## src/rtl/atm_rw_pkg.sv

```systemverilog
package atm_rw_pkg;
  // One buffered word with the tags the output side needs
  typedef struct packed {
    logic        soc;      // word 0 of a cell
    logic        need;     // opening cell of an IP packet: pop a result
    logic        use_hop;  // any IP cell: rewrite its header
    logic [31:0] data;
  } cw_t;
endpackage

```

## src/rtl/atm_rw_cellbuf.sv

```systemverilog
module atm_rw_cellbuf
  import atm_rw_pkg::*;
#(
  parameter int DEPTH = 56,
  parameter int LVL_W = 6
) (
  input  logic             clk,
  input  logic             rst_n,
  input  logic             wr_en,
  input  cw_t              wr_word,
  input  logic             rd_en,
  output cw_t              rd_word,
  output logic [LVL_W-1:0] level
);
  localparam int PTR_W = (DEPTH > 1) ? $clog2(DEPTH) : 1;
  localparam logic [PTR_W-1:0] LAST_PTR = PTR_W'(DEPTH - 1);

  cw_t              mem [DEPTH];
  logic [PTR_W-1:0] wp_q, wp_d, rp_q, rp_d;
  logic [LVL_W-1:0] lvl_q, lvl_d;

  always_comb begin
    wp_d  = wp_q;
    rp_d  = rp_q;
    lvl_d = lvl_q;
    if (wr_en) wp_d = (wp_q == LAST_PTR) ? '0 : wp_q + 1'b1;
    if (rd_en) rp_d = (rp_q == LAST_PTR) ? '0 : rp_q + 1'b1;
    case ({wr_en, rd_en})
      2'b10:   lvl_d = lvl_q + 1'b1;
      2'b01:   lvl_d = lvl_q - 1'b1;
      default: lvl_d = lvl_q;
    endcase
  end

  always_ff @(posedge clk or negedge rst_n) begin
    if (!rst_n) begin
      wp_q  <= '0;
      rp_q  <= '0;
      lvl_q <= '0;
    end else begin
      wp_q  <= wp_d;
      rp_q  <= rp_d;
      lvl_q <= lvl_d;
    end
  end

  always_ff @(posedge clk) begin
    if (wr_en) mem[wp_q] <= wr_word;
  end

  assign rd_word = mem[rp_q];
  assign level   = lvl_q;
endmodule

```

## src/rtl/atm_rw_ingress.sv

```systemverilog
module atm_rw_ingress
  import atm_rw_pkg::*;
#(
  parameter int CELL_WORDS  = 14,
  parameter int ADDR_WORD   = 6,
  parameter int DEPTH_WORDS = 56,
  parameter int LVL_W       = 6,
  parameter int VCI_LSB     = 4,
  parameter int VCI_W       = 16,
  parameter int LAST_BIT    = 1
) (
  input  logic             clk,
  input  logic             rst_n,
  input  logic [VCI_W-1:0] ip_vci,
  input  logic             in_soc,
  input  logic [31:0]      in_data,
  output logic             in_tca,
  input  logic             req_full,
  output logic             req_push,
  output logic [31:0]      req_addr,
  input  logic [LVL_W-1:0] level,
  output logic             wr_en,
  output cw_t              wr_word
);
  localparam int IDX_W = $clog2(CELL_WORDS);
  localparam logic [IDX_W-1:0] IDX_END  = IDX_W'(CELL_WORDS - 1);
  localparam logic [IDX_W-1:0] IDX_ADDR = IDX_W'(ADDR_WORD);
  localparam logic [LVL_W-1:0] ROOM_MAX = LVL_W'(DEPTH_WORDS - CELL_WORDS);

  logic             busy_q, busy_d, need_q, need_d, pkt_q, pkt_d, run_q;
  logic [IDX_W-1:0] idx_q, idx_d;
  logic             start, hdr_ip, opens;

  assign start  = in_soc && !busy_q;
  assign hdr_ip = (in_data[VCI_LSB +: VCI_W] == ip_vci);
  assign opens  = hdr_ip && !pkt_q;

  always_comb begin
    busy_d = busy_q;
    idx_d  = idx_q;
    need_d = need_q;
    pkt_d  = pkt_q;
    if (start) begin
      busy_d = 1'b1;
      idx_d  = IDX_W'(1);
      need_d = opens;
      if (hdr_ip) pkt_d = !in_data[LAST_BIT];
    end else if (busy_q) begin
      idx_d = idx_q + 1'b1;
      if (idx_q == IDX_END) busy_d = 1'b0;
    end
  end

  always_ff @(posedge clk or negedge rst_n) begin
    if (!rst_n) begin
      busy_q <= 1'b0;
      idx_q  <= '0;
      need_q <= 1'b0;
      pkt_q  <= 1'b0;
      run_q  <= 1'b0;
    end else begin
      busy_q <= busy_d;
      idx_q  <= idx_d;
      need_q <= need_d;
      pkt_q  <= pkt_d;
      run_q  <= 1'b1;
    end
  end

  assign wr_en   = start || busy_q;
  assign wr_word = '{soc: start, need: start && opens,
                     use_hop: start && hdr_ip, data: in_data};

  assign req_push = busy_q && need_q && (idx_q == IDX_ADDR);
  assign req_addr = in_data;

  assign in_tca = run_q && !busy_q && !req_full && (level <= ROOM_MAX);
endmodule

```

## src/rtl/atm_rw_egress.sv

```systemverilog
module atm_rw_egress
  import atm_rw_pkg::*;
#(
  parameter int CELL_WORDS = 14,
  parameter int LVL_W      = 6,
  parameter int VCI_LSB    = 4,
  parameter int HOP_W      = 16
) (
  input  logic             clk,
  input  logic             rst_n,
  input  logic [LVL_W-1:0] level,
  input  cw_t              head,
  output logic             rd_en,
  input  logic             out_tca,
  input  logic             rsp_empty,
  input  logic [HOP_W-1:0] rsp_hop,
  output logic             rsp_pop,
  output logic             out_soc,
  output logic [31:0]      out_data
);
  localparam int IDX_W = $clog2(CELL_WORDS);
  localparam logic [IDX_W-1:0] IDX_END   = IDX_W'(CELL_WORDS - 1);
  localparam logic [LVL_W-1:0] CELL_LVL  = LVL_W'(CELL_WORDS);

  logic             busy_q, busy_d, soc_q;
  logic [IDX_W-1:0] idx_q, idx_d;
  logic [HOP_W-1:0] hop_q, hop_sel;
  logic [31:0]      word_d, data_q;
  logic             start;

  // A cell starts only when it is fully buffered, so its words stream without gaps
  assign start = !busy_q && head.soc && (level >= CELL_LVL) && out_tca &&
                 (!head.need || !rsp_empty);
  assign rd_en   = start || busy_q;
  assign rsp_pop = start && head.need;
  assign hop_sel = head.need ? rsp_hop : hop_q;

  always_comb begin
    word_d = head.data;
    if (start && head.use_hop) word_d[VCI_LSB +: HOP_W] = hop_sel;
  end

  always_comb begin
    busy_d = busy_q;
    idx_d  = idx_q;
    if (start) begin
      busy_d = 1'b1;
      idx_d  = IDX_W'(1);
    end else if (busy_q) begin
      idx_d = idx_q + 1'b1;
      if (idx_q == IDX_END) busy_d = 1'b0;
    end
  end

  always_ff @(posedge clk or negedge rst_n) begin
    if (!rst_n) begin
      busy_q <= 1'b0;
      idx_q  <= '0;
      hop_q  <= '0;
      soc_q  <= 1'b0;
      data_q <= '0;
    end else begin
      busy_q <= busy_d;
      idx_q  <= idx_d;
      if (rsp_pop) hop_q <= rsp_hop;
      soc_q  <= start;
      data_q <= rd_en ? word_d : '0;
    end
  end

  assign out_soc  = soc_q;
  assign out_data = data_q;
endmodule

```

## src/rtl/atm_ip_vci_rewriter.sv

```systemverilog
module atm_ip_vci_rewriter
  import atm_rw_pkg::*;
#(
  parameter int CELL_WORDS  = 14,
  parameter int ADDR_WORD   = 6,
  parameter int DEPTH_CELLS = 4,
  parameter int SYNC_STAGES = 2
) (
  input  logic        clk,
  input  logic        rst_n,
  input  logic [15:0] ip_vci,
  input  logic        in_soc,
  input  logic [31:0] in_data,
  output logic        in_tca,
  output logic        out_soc,
  output logic [31:0] out_data,
  input  logic        out_tca,
  output logic        req_push,
  output logic [31:0] req_addr,
  input  logic        req_full,
  input  logic        rsp_empty,
  input  logic [15:0] rsp_hop,
  output logic        rsp_pop
);
  localparam int DEPTH_WORDS = CELL_WORDS * DEPTH_CELLS;
  localparam int LVL_W       = $clog2(DEPTH_WORDS + 1);

  logic [SYNC_STAGES-1:0] rs_q;
  logic                   rst_s_n, wr_en, rd_en;
  logic [LVL_W-1:0]       level;
  cw_t                    wr_word, head;

  always_ff @(posedge clk or negedge rst_n) begin
    if (!rst_n) rs_q <= '0;
    else        rs_q <= {rs_q[SYNC_STAGES-2:0], 1'b1};
  end
  assign rst_s_n = rs_q[SYNC_STAGES-1];

  atm_rw_ingress #(
    .CELL_WORDS(CELL_WORDS), .ADDR_WORD(ADDR_WORD),
    .DEPTH_WORDS(DEPTH_WORDS), .LVL_W(LVL_W)
  ) ing_i (
    .clk(clk), .rst_n(rst_s_n), .ip_vci(ip_vci), .in_soc(in_soc),
    .in_data(in_data), .in_tca(in_tca), .req_full(req_full),
    .req_push(req_push), .req_addr(req_addr), .level(level),
    .wr_en(wr_en), .wr_word(wr_word)
  );

  atm_rw_cellbuf #(.DEPTH(DEPTH_WORDS), .LVL_W(LVL_W)) buf_i (
    .clk(clk), .rst_n(rst_s_n), .wr_en(wr_en), .wr_word(wr_word),
    .rd_en(rd_en), .rd_word(head), .level(level)
  );

  atm_rw_egress #(.CELL_WORDS(CELL_WORDS), .LVL_W(LVL_W)) egr_i (
    .clk(clk), .rst_n(rst_s_n), .level(level), .head(head), .rd_en(rd_en),
    .out_tca(out_tca), .rsp_empty(rsp_empty), .rsp_hop(rsp_hop),
    .rsp_pop(rsp_pop), .out_soc(out_soc), .out_data(out_data)
  );
endmodule

```

## config.mk

```make
export PLATFORM = sky130hd
export DESIGN_NAME = atm_ip_vci_rewriter
export DESIGN_NICKNAME = d
export VERILOG_FILES = /design/src/rtl/atm_rw_pkg.sv /design/src/rtl/atm_rw_cellbuf.sv /design/src/rtl/atm_rw_ingress.sv /design/src/rtl/atm_rw_egress.sv /design/src/rtl/atm_ip_vci_rewriter.sv
export SDC_FILE = /design/constraint.sdc
export NUM_CORES = 2
export LEC_CHECK = 0
export BUFFER_PORTS_ARGS = -buffer_cell sky130_fd_sc_hd__buf_2
export CORE_ASPECT_RATIO = 0.6
export CORE_MARGIN = 3
export CORE_UTILIZATION = 50
export CTS_CLUSTER_SIZE = 40
export DETAILED_ROUTE_END_ITERATION = 16
export HOLD_SLACK_MARGIN = 0.1
export PLACE_DENSITY = 0.66
export SYNTH_ARGS = -nofsm -noshare
export SYNTH_HDL_FRONTEND = slang
export SYNTH_SLANG_ARGS = --single-unit
```

## constraint.sdc

```tcl
create_clock -name clk -period 7.85 [get_ports clk]
set_input_delay 1.57 -clock clk [delete_from_list [all_inputs] [get_ports clk]]
set_output_delay 1.57 -clock clk [all_outputs]
set_load 0.005 [all_outputs]
```

==> key figures <==
Routing
  – Starting DRT DRC Count: 5364
  – Antenna Violating Nets Remaining: 0
  – Routed vias: 38015
  – Routed WL per cell: 33.8 µm
  – DRC viols: 0
  – Pre-antenna DRT Iters: 6
  – Post-Route WL: 203000 µm
  – Drt via density: 6.32

Clocking
  – CTS Buffer Depth: 3
  – Number of H-tree levels: 4
  – Clock transition at path regs: 0.07 ns
  – Setup bufs post-CTS: 0
  – Hold buffers post-CTS: 0
  – Worst skew pair latency: 0.80 ns
  – Clock sinks: 2042
  – Num CTS Buffers: 177
  – Post-CTS resize count: 0
  – CTS tree: built
  – Clock root buffer: clkbuf_16

Final layout
  – Nets@finish: 3840
  – Most common cell after layout, fill and taps aside: edfxtp_1
  – Share of cells above drive strength 1: 29.2%
  – Synthesis-to-layout area growth: 11.5%
  – Commonest cells after routing, fill and taps aside: edfxtp_1 (1960), mux4_2 (507), clkbuf_16 (180)
  – Final instance area: 88200 µm²

Timing
  – F_max: 163 MHz
  – Final Critical Period: 6.14 ns
  – Slew @ Worst Pin: 1.23 ns
  – RSZ-0062 raised after global routing: false
  – Final period util: 78.2%
  – Hold_ws: 0.281 ns
  – Slew Viols, Final: 0
  – Clock skew: 0.0287 ns
  – Final worst slack: 1.71 ns
  – Final Setup Violations: 0
  – TNS Setup: 0 ns
  – Max_slew headroom: 17.5%
  – Hold Fails Final Rpt: 0

Setup path
  – CP endpoint kind: primary output
  – CP Launch Type: register
  – WP data required: 6.28 ns
  – Worst reg2reg path depth: 16
  – WS Path Type: reg -> out
  – Critical Path Slowest Stage Cell: dfrtp_4
  – Critical-path maximum fanout: 55
  – Crit-path most repeated cell: buf_4
  – CP Cell Sequence: buf_4 > or3b_2 > o221ai_1 > a211oi_1 > o21ai_1 > nand2_1 > buf_4 > nor2b_1 > buf_4 > buf_2
  – Max incr delay on CP: 1.10 ns
  – Arr. time, crit path: 4.57 ns

Die
  – Initial Util: 50.6%
  – Io pins: 138
  – Core box area: 156000 µm²
  – Die area: 163000 µm²
  – Die height: 314 µm
  – Die width: 519 µm
  – FP Rows: 112

Placement
  – Port bufs: 137
  – Gpl congestion: 0.825
  – Detailed Place HPWL: 112000 µm
  – Pre-CTS WS: 2.41 ns
  – DP Area: 82400 µm²

Synth
  – Number of enable flip-flop cells after synthesis: 1960
  – Post-synthesis sequential area ratio: 77.1%
  – Post-synthesis adder-cell area fraction: 0.158%
  – Post-synth cell types: 64
  – Synth Area in Simple Gates: 1.89%
  – Avg Inst Size Synth: 22.2 µm²
  – Share of the synthesized area in the top cell type: 74.5%
  – Post-Synthesis Cells: 3553
  – Synth warn: 0
  – Synth Area in Compound Gates: 2.03%
  – Async SR Flop Fraction: 4.02%
  – XOR/XNOR share of the synthesized area: 0.355%
  – Synth top area cells: edfxtp_1 (74%), mux4_2 (14%), dfrtp_1 (2.6%)
  – Main synth FF type: edfxtp_1
  – Dominant cell type by area after synthesis: edfxtp_1
  – Mapped cell area: 79000 µm²
  – Yosys reg bits: 2042
  – Multiplexer area fraction after synthesis: 16.7%
  – Largest family of logic cells by synthesized area: multiplexers

Global route
  – First-pass GRT wire length: 287000 µm
  – Total grt overflow: 0
  – Vias in the first global route: 37354
  – Largest net degree at the start of global routing: 91
  – Total track usage: 25.1%
  – Antenna violations before repair: 14

Pwr
  – Worst vdd ir: 285 µV
  – Comb pwr share: 29.6%
  – Pwr/cell area: 357 nW/µm²
  – Clock share of power: 27.8%
  – Sw Share: 31.3%
  – P_leak: 0.0281 µW
  – Switching pwr: 9860 µW
  – Share of power burned in registers: 42.6%
  – Internal: 21600 µW

Run
  – Max-cap violations: 0

Outcome
  – Status: finished, final reports clean

Worst hold path
  – Hold Crit Class: reg -> async
## worst paths after layout
kind	slack, ns	startpoint	endpoint
max in group asynchronous	6.35	rs_q[1]	buf_i.rp_q[1]
min in group clk	0.36	rs_q[0]	rs_q[1]
worst min-delay path	0.28	rs_q[1]	egr_i.hop_q[1]
worst max register to register	2.31	buf_i.rp_q[3]	buf_i.level[4]
worst min register to register	0.28	rs_q[1]	egr_i.hop_q[1]
worst max-delay path	1.71	buf_i.rp_q[3]	rsp_pop
## power groups by stage
stage	Sequential (µW)	Clock, µW	Combinational (µW)
after floorplan	13300	0	6490
after global placement	13600	0	9210
after detailed placement	13700	0	9270
after CTS	13400	8860	9300
after global routing	13500	9310	9890
final	13400	8740	9340
## routing by layer
metal  wire length (µm)  part of all wire [%]  up-vias  GRT usage, %
met2              86100                    42     2237          34.2
met1              85500                    42    20192          39.1
met3              27500                    14      273          8.70
li1                   -                     -    15307             -
met4               4220                   2.1        6          5.96
met5                 87                 0.043        -         0.235
## flip-flops by register name (all words and copies together), names as in the netlist
name / cells
egr_i.hop_q: 16
buf_i.level: 6
ing_i.pkt_q: 1
buf_i.wp_q: 6
buf_i.rp_q: 6
egr_i.out_soc: 1
egr_i.busy_q: 1
egr_i.idx_q: 4
ing_i.idx_q: 4
buf_i.mem: 1960
ing_i.busy_q: 1
egr_i.out_data: 32
rs_q: 2
ing_i.run_q: 1
ing_i.need_q: 1
## cell type report
| type | count | area, µm² |
|---|---|---|
| fill | 11404 | 68100 |
| timing repair buffer | 258 | 1620 |
| multi-input combinational | 1270 | 17200 |
| clock inverter | 96 | 953 |
| sequential | 2042 | 60900 |
| inverter | 11 | 41.3 |
| clock buffer | 229 | 4780 |
| tap | 2109 | 2640 |
| antenna | 3 | 7.51 |
## cells in the mapped netlist (6+ instances only)
library cell / instances
mux2_2: 50
nand2b_1: 13
nor2_1: 127
nor4_1: 6
or4_1: 16
o21ai_0: 27
and2_1: 20
buf_6: 15
nand3b_1: 9
xnor2_1: 18
buf_2: 75
o22ai_1: 66
a211oi_1: 20
o211ai_1: 37
inv_1: 11
nand2_1: 73
mux2_1: 9
edfxtp_1: 1960
mux2i_1: 101
ha_1: 10
dfrtp_1: 82
nor2b_1: 9
xor2_1: 14
buf_1: 9
a22oi_1: 19
a21oi_1: 41
nand3_1: 13
buf_4: 65
mux4_2: 507
clkbuf_1: 63
## critical path, delay by kind of cell, from the launching register on
family	cells	cell delay, ns
AOI/OAI and AO/OA	3	0.58
buffers and inverters	4	1.25
and+or+nand+nor	3	0.74
DFF	1	1.10
## through the flow
stage	std cells	total power, µW	util, %
after floorplan	3554	19800	-
after global placement	5690	22900	52.7
after detailed placement	5690	22900	52.7
after CTS	6015	31600	56.4
after global routing	6016	32700	56.4
final	6018	31500	56.4
## cells by family after synthesis
kind of cell	after synthesis
AOI/OAI and AO/OA	243
xor gates and xnor gates	32
adders and majority gates	10
buffers and inverters	242
DFF	2042
muxes	672
other	1
and+or+nand+nor	311
Note: power is estimated with default switching activity, not from simulation.
